**src/rtl/asc_pkg.sv**
```systemverilog
package asc_pkg;

  typedef struct packed {
    logic shiftEn;
    logic sampleEn;
    logic underHit;
    logic overHit;
  } ascStrobe_t;

  function automatic int cntWidth(input int lo, input int hi);
    int mag;
    mag = (-lo > hi) ? -lo : hi;
    return $clog2(mag + 1) + 1;
  endfunction

endpackage

```
**src/rtl/asc_ctrl.sv**
```systemverilog
module asc_ctrl
  import asc_pkg::*;
#(
  parameter int DEPTH      = 8,
  parameter int SPEC_DELAY = 5,
  parameter int CNT_MIN    = -4,
  parameter int CNT_MAX    = 7,
  localparam int CW = cntWidth(CNT_MIN, CNT_MAX),
  localparam int IW = $clog2(DEPTH)
) (
  input  logic                 clk,
  input  logic                 rstN,
  input  logic                 consActivate,
  input  logic                 consStart,
  input  logic                 prodIdeal,
  input  logic                 prodDone,
  output ascStrobe_t           strobe,
  output logic [IW-1:0]        readIdx,
  output logic signed [CW-1:0] cntQ
);

  localparam logic signed [CW-1:0] ONE    = 1;
  localparam logic signed [CW-1:0] CNTTOP = CW'(CNT_MAX);
  localparam logic signed [CW-1:0] CNTBOT = CW'(CNT_MIN);

  logic signed [CW-1:0] cntD;
  int rawIdx;
  int clampIdx;
  logic underHit;
  logic overHit;

  // correction counter: activation wins, coincident up/down holds
  always_comb begin
    cntD = cntQ;
    if (consActivate) begin
      cntD = '0;
    end else if (prodIdeal && !prodDone) begin
      if (cntQ < CNTTOP) cntD = cntQ + ONE;
    end else if (prodDone && !prodIdeal) begin
      if (cntQ > CNTBOT) cntD = cntQ - ONE;
    end
  end

  always_ff @(posedge clk) begin
    if (!rstN) cntQ <= '0;
    else       cntQ <= cntD;
  end

  // read index from the counter as it stands before this edge
  always_comb begin
    rawIdx   = SPEC_DELAY - int'(cntQ);
    underHit = 1'b0;
    overHit  = 1'b0;
    clampIdx = rawIdx;
    if (rawIdx < 0) begin
      underHit = 1'b1;
      clampIdx = 0;
    end else if (rawIdx > DEPTH - 1) begin
      overHit  = 1'b1;
      clampIdx = DEPTH - 1;
    end
  end

  assign readIdx         = IW'(clampIdx);
  assign strobe.shiftEn  = prodDone;
  assign strobe.sampleEn = consStart;
  assign strobe.underHit = underHit;
  assign strobe.overHit  = overHit;

endmodule

```
**src/rtl/asc_dp.sv**
```systemverilog
module asc_dp
  import asc_pkg::*;
#(
  parameter int DATA_W = 16,
  parameter int DEPTH  = 8,
  localparam int IW = $clog2(DEPTH)
) (
  input  logic              clk,
  input  logic              rstN,
  input  ascStrobe_t        strobe,
  input  logic [IW-1:0]     readIdx,
  input  logic [DATA_W-1:0] prodData,
  output logic [DATA_W-1:0] rdData,
  output logic              rdValid,
  output logic              underFlag,
  output logic              overFlag
);

  logic [DATA_W-1:0] hist     [DEPTH];
  logic [DATA_W-1:0] histNext [DEPTH];

  // next-state of each history stage
  for (genvar g = 0; g < DEPTH; g++) begin : gStage
    if (g == 0) begin : gHead
      assign histNext[g] = prodData;
    end else begin : gTail
      assign histNext[g] = hist[g-1];
    end
  end

  always_ff @(posedge clk) begin
    if (!rstN) begin
      for (int i = 0; i < DEPTH; i++) hist[i] <= '0;
    end else if (strobe.shiftEn) begin
      for (int i = 0; i < DEPTH; i++) hist[i] <= histNext[i];
    end
  end

  always_ff @(posedge clk) begin
    if (!rstN) begin
      rdData    <= '0;
      rdValid   <= 1'b0;
      underFlag <= 1'b0;
      overFlag  <= 1'b0;
    end else begin
      rdValid <= strobe.sampleEn;
      if (strobe.sampleEn) begin
        rdData    <= hist[readIdx];
        underFlag <= strobe.underHit;
        overFlag  <= strobe.overHit;
      end
    end
  end

endmodule

```
**src/rtl/act_sample_comp.sv**
```systemverilog
module act_sample_comp
  import asc_pkg::*;
#(
  parameter int DATA_W     = 16,
  parameter int DEPTH      = 8,
  parameter int SPEC_DELAY = 5,
  parameter int CNT_MIN    = -4,
  parameter int CNT_MAX    = 7,
  localparam int CW = cntWidth(CNT_MIN, CNT_MAX),
  localparam int IW = $clog2(DEPTH)
) (
  input  logic              clk,
  input  logic              rstN,
  input  logic              consActivate,
  input  logic              consStart,
  input  logic              prodIdeal,
  input  logic              prodDone,
  input  logic [DATA_W-1:0] prodData,
  output logic [DATA_W-1:0] rdData,
  output logic              rdValid,
  output logic              underFlag,
  output logic              overFlag
);

  ascStrobe_t           strobe;
  logic [IW-1:0]        readIdx;
  logic signed [CW-1:0] cntQ;

  asc_ctrl #(
    .DEPTH(DEPTH), .SPEC_DELAY(SPEC_DELAY),
    .CNT_MIN(CNT_MIN), .CNT_MAX(CNT_MAX)
  ) u_ctrl (
    .clk(clk), .rstN(rstN),
    .consActivate(consActivate), .consStart(consStart),
    .prodIdeal(prodIdeal), .prodDone(prodDone),
    .strobe(strobe), .readIdx(readIdx), .cntQ(cntQ)
  );

  asc_dp #(.DATA_W(DATA_W), .DEPTH(DEPTH)) u_dp (
    .clk(clk), .rstN(rstN), .strobe(strobe), .readIdx(readIdx),
    .prodData(prodData), .rdData(rdData), .rdValid(rdValid),
    .underFlag(underFlag), .overFlag(overFlag)
  );

endmodule

```
**config.mk**
```make
export PLATFORM = sky130hd
export DESIGN_NAME = act_sample_comp
export DESIGN_NICKNAME = d
export VERILOG_FILES = /design/src/rtl/asc_pkg.sv /design/src/rtl/asc_ctrl.sv /design/src/rtl/asc_dp.sv /design/src/rtl/act_sample_comp.sv
export SDC_FILE = /design/constraint.sdc
export NUM_CORES = 1
export LEC_CHECK = 0
export ABC_AREA = 1
export CORE_MARGIN = 3
export CORE_UTILIZATION = 64
export DETAILED_ROUTE_END_ITERATION = 8
export DONT_BUFFER_PORTS = 1
export PLACE_DENSITY_LB_ADDON = 0.25
export SLEW_MARGIN = 0
export SYNTH_ARGS = -nofsm -noshare
export SYNTH_HDL_FRONTEND = slang
export SYNTH_SLANG_ARGS = --single-unit
```
**constraint.sdc**
```tcl
create_clock -name clk -period 4.9 [get_ports clk]
set_input_delay 0.49 -clock clk [delete_from_list [all_inputs] [get_ports clk]]
set_output_delay 0.49 -clock clk [all_outputs]
set_load 0.03 [all_outputs]
```
# [Word-level counts from Yosys, hierarchy flattened]
# Memories as Yosys holds them, arrays and structs flattened. A register that Yosys moved wholly into a read port is not among the register bits.
# Cells that the tools add are included.
[totals] word_cells=52 mem_count=1 in_bits=22 out_inout_bits=19 latchBits=0 regBits=7 romBits=0 mem_bits_rw=128
[op_classes] n_mux=21 shifts=0 n_reduce_logical=9 add_sub_neg=3 div_mod_pow=0 magnitude_cmp=4 n_mul=0 bitwise=9 eq_ne=1
[memory_table] name="u_dp.hist" depth=8 word_bits=16 read_ports=8 rd_ports_with_merged_regs=1 wr=8 line="asc_dp.sv:19" rtl="logic [DATA_W-1:0] hist [DEPTH];"
[ops] cell="$mux 16" count=8
[ops] cell="$mux 4" count=4
[ops] cell="$or 1x1->1" count=8
[ops] cell="$mux 1" count=7
[ops] cell="$mux 3" count=2
[ops] cell="$gt 5x4->1 const B" count=1
[ops] cell="$lt 5x1->1 const B" count=1
[ops] cell="$sub 4x4->5 const A" count=1
[ops] cell="$add 4x2->4 const B" count=1
[ops] cell="$gt 4x3->1 const B" count=1
[ops] cell="$lt 4x4->1 const B" count=1
[ops] cell="$reduce_bool 2->1" count=2
[ops] cell="$sub 4x2->4 const B" count=1
[ops] cell="$logic_not 1->1" count=3
[ops] cell="$reduce_and 3->1" count=1
[ops] cell="$logic_and 1x1->1" count=2
[ops] cell="$ne 2x2->1 const B" count=1
[ops] cell="$reduce_or 2->1" count=1
[ops] cell="$not 1->1" count=1

# [Logic depth before layout (Yosys ltp)]
[logic_depth] ltp_word=4 mapped_depth=12 depth_no_buf=11

# [Cells and area by module]
# From an unflattened synthesis, not the netlist that was laid out.
[hier_totals] cells_unflattened=856 hier_area_um2=7409.6
[by_module_without_submodules] module="asc_dp" instances=1 seq_area_each_um2=4224.1 area_each_um2=6935.4 cells_each=781
[by_module_without_submodules] module="asc_ctrl" instances=1 seq_area_each_um2=80.1 area_each_um2=474.2 cells_each=75

# [Worst setup path before layout]
# No wires, ideal clock.
[synth_timing] path_type="input-to-reg" from="input rstN" to="memory u_dp.hist[0][0] (enable)" path_buffers=2 t_arrival_ps=3126 cell_stages=3 required_time_ps=3789 setup_ps=1111 slack_ps=663 cell_sequence="clkbuf_1 clkbuf_1 nand2_1"
[synth_lines] item="start, declared" line="act_sample_comp.sv:13" rtl="input logic rstN,"
[synth_lines] item="end, declared" line="asc_dp.sv:19"

# [Worst setup path after layout]
[layout_timing] from="register u_ctrl.cntQ[3]" to="register u_dp.rdData[14] (read register of u_dp.hist)"
[layout_via] elab_chain_cells=4 elab_cells_between_ends=5 cone_classes="add/sub (1); order compare (2); mux (2)"
[layout_rtl] item="start, declared" line="asc_ctrl.sv:19" rtl="output logic signed [CW-1:0] cntQ"
[layout_rtl] item="start signal, assigned" line="asc_ctrl.sv:46" rtl="else cntQ <= cntD;"
[layout_rtl] item="$sub 4x4->5 *" line="asc_ctrl.sv:51" rtl="rawIdx = SPEC_DELAY - int'(cntQ);"
[layout_rtl] item="$gt 5x4->1" line="asc_ctrl.sv:58" rtl="end else if (rawIdx > DEPTH - 1) begin"
[layout_rtl] item="$mux 3" line="asc_ctrl.sv:58"
[layout_rtl] item="$mux 3 *" line="asc_ctrl.sv:55" rtl="if (rawIdx < 0) begin"
[layout_rtl] item="end, declared" line="asc_dp.sv:13" rtl="output logic [DATA_W-1:0] rdData,"
# Mark *: on every way between the ends. The rest lies on a longest branch, timed or not.
# A chain may end at the register's enable or synchronous reset.

==> out/metrics.yaml <==
critical_path:
  crit_path_end: "u_dp.rdData[14]"
  cp.required_ns: 5.26
  worst_r2r_endpoint: "u_dp.rdData[14]"
  cp_data_arrival_time_ns: 3.52
  crit_fanout: 68
  critPathTopFamily: "buffers and inverters"
  r2r_slack_ns: 1.73
  start_kind: "register"
  crit_slowest_cell: "inv_2"
  crit_path_end_kind: "register"
  setup.worst_path.start: "u_ctrl.cntQ[3]"
  path_buf_inv: 3
  r2r_start: "u_ctrl.cntQ[3]"
  worstPathCellList: "inv_2, nand3_4, buf_4, nand2_2, inv_2, nand2_1, nand3_1, nand2_1, a21oi_1"
  cp_num_cells: 9
  cp_slowest_stage_delay_ns: 0.70
  rr_worst_depth: 9
  path_class: "register to register"
synthesis:
  yosys.cell_types.count: 29
  synth_async_sr_flop_share_pct: 0
  ys_ff_latch: 151
  synthCells: 852
  ys_warn_count: 0
  synth.cell_area_sq_um: 7450
  synth_nets: 880
  synth_edf_count: 128
  yosysSeqAreaShare_pct: 57.7
  ys.flop_type: "edfxtp_1"
  postSynthAreaPerCell_sq_um: 8.75
global_routing:
  grt_max_degree: 69
  grtUsageMet1_pct: 33.1
  met3_usage_pct: 6.63
  grt_usage_pct: 24.4
  grt_pass1_wl_mm: 24.9
  gr-usage-met2_pct: 37.9
  grt_busiest_layer: "met2"
  antenna_found_initial: 0
  grt_pass1_vias: 5188
  grt_overflow_total: 0
sta:
  min_period_over_period_pct: 64.6
  fin_skew_ns: 0.00676
  finalMaxSlewViolations: 0
  setup_tns_ns: 0
  fin_crit_ns: 3.17
  hold_viol: 0
  setup_viol: 0
  relSlewSlack_pct: 39.2
  worst_pin_slew_ns: 0.909
  max_freq_mhz: 316
  rsz0062_at_grt: "false"
floorplanning:
  fp.coreArea_sq_um: 11100
  rows: 38
  initial_utilization_pct: 67.0
  dieWidth_um: 114
  io_pins: 41
  die_y_um: 114
  die-area_sq_um: 13000
clocking:
  h-tree-depth: 4
  clockRootBuffer: "clkbuf_16"
  clock_path_buffers: 2
  post_cts_buffers: 0
  cts_tree: "built"
  cts.sinks: 151
  cts_resized: 0
  cts_made_buffers: 17
  ctsHoldBuffers: 0
  clk_pin_slew_ns: 0.06
  clkLatencyLatePin_ns: 0.43
cells_and_area:
  nets: 856
  final_common_cell: "nand2_1"
  final_layout_size_suffix_gt1_share_pct: 7.61
  nFillCells: 806
  final_area_sq_um: 8020
  antenna_cells: 0
  final_cell_mix: "nand2_1 (251), inv_1 (136), edfxtp_1 (128)"
  areaGrowthSynthToFinish_pct: 7.62
place:
  io_buffers: 0
  place_congestion: 0.809
  hpwl_mm: 8.16
  placedInstanceArea_sq_um: 7380
pwr:
  vdd_drop_max_mv: 0.453
  pwr_density_cell_nw_per_um2: 410
  p_leak_uw: 0.00372
  totalPowerFinal_uw: 3290
worst_hold_path:
  min_path_cells: 1
  hold_class: "input pin to register"
detailed_routing:
  wl_per_cell_um: 15.0
  num_vias: 5317
  wirelength_mm: 14.7
  drt_iter0_drc: 591
  drt-pass1-iter-count: 5
  drt-vias-per-instance: 5.42
  antenna_left: 0
  drc: 0
job:
  cap_viol_max_count: 0
run_status:
  status: "finished, final reports clean"
flip-flops by register name (all words and copies together), names as in the netlist:
signal          cells
u_ctrl.cntQ         4
u_dp.underFlag      1
u_dp.overFlag       1
u_dp.rdData        16
u_dp.rdValid        1
u_dp.hist         128
final cells by class:
class,instances,area [sq um],share of cell area [%]
sequential,151,4300,53.6
multi-input combinational,513,2340,29.1
inverter,140,526,6.55
clock buffer,24,472,5.88
tap,140,175,2.18
clock inverter,8,170,2.12
timing repair buffer,5,37.5,0.468
cells by family after synthesis:
group                    share of synthesized area [%]
adder cells (fa/ha/maj)                           1.11
XOR/XNOR                                         0.470
AO/OA/AOI/OAI                                     3.83
AND/OR/NAND/NOR                                   25.8
flip-flops                                        57.7
buffers and inverters                             11.0
report_power, final:
part           internal, uW  switching [uW]
sequential             1490            79.1
clock                   929             490
combinational          92.6             206
total                  2510             776
worst min path at each step:
stage	from	to	slack, ns
6_report	consStart	u_dp.rdData[11]	0.15
5_1_grt	consStart	u_dp.rdData[10]	0.13
4_1_cts	consStart	u_dp.rdData[4]	0.12
2_1_floorplan	u_ctrl.cntQ[0]	u_ctrl.cntQ[0]	0.50
3_5_place_dp	u_dp.hist[5][6]	u_dp.hist[6][6]	0.51
3_3_place_gp	u_dp.hist[5][6]	u_dp.hist[6][6]	0.50
metal layers:
| layer | vias up | part of all wire [%] | wire, um |
|---|---|---|---|
| met5 | - | 0 | 0 |
| met2 | 212 | 48 | 7010 |
| met3 | 25 | 7.4 | 1090 |
| met4 | 0 | 1.8 | 260 |
| li1 | 2625 | - | - |
| met1 | 2455 | 43 | 6380 |
cells in the mapped netlist, drive strengths merged, types with 2 or more instances:
library cell	instances	area (sq um)
edfxtp	128	3840
nand2	256	973
nor2	101	379
inv	140	526
o21ai	20	111
xor2	2	17.5
a211oi	2	15.0
nand3	101	573
a21oi	20	138
buf	33	240
ha	5	62.6
xnor2	2	17.5
dfxtp	23	460
clkbuf	15	56.3
per-stage QoR:
stage | setup slack (ns) | utilization (%) | hold WS [ns] | instances
6_report | 1.73 | 72.1 | 0.150 | 981
5_1_grt | 1.54 | 72.1 | 0.125 | 981
4_1_cts | 1.74 | 72.1 | 0.123 | 981
3_5_place_dp | 1.81 | 66.3 | 0.514 | 949
3_3_place_gp | 1.92 | 66.3 | 0.504 | 949
2_1_floorplan | 0.663 | - | 0.499 | 852
(Power assumes the default switching activity.)
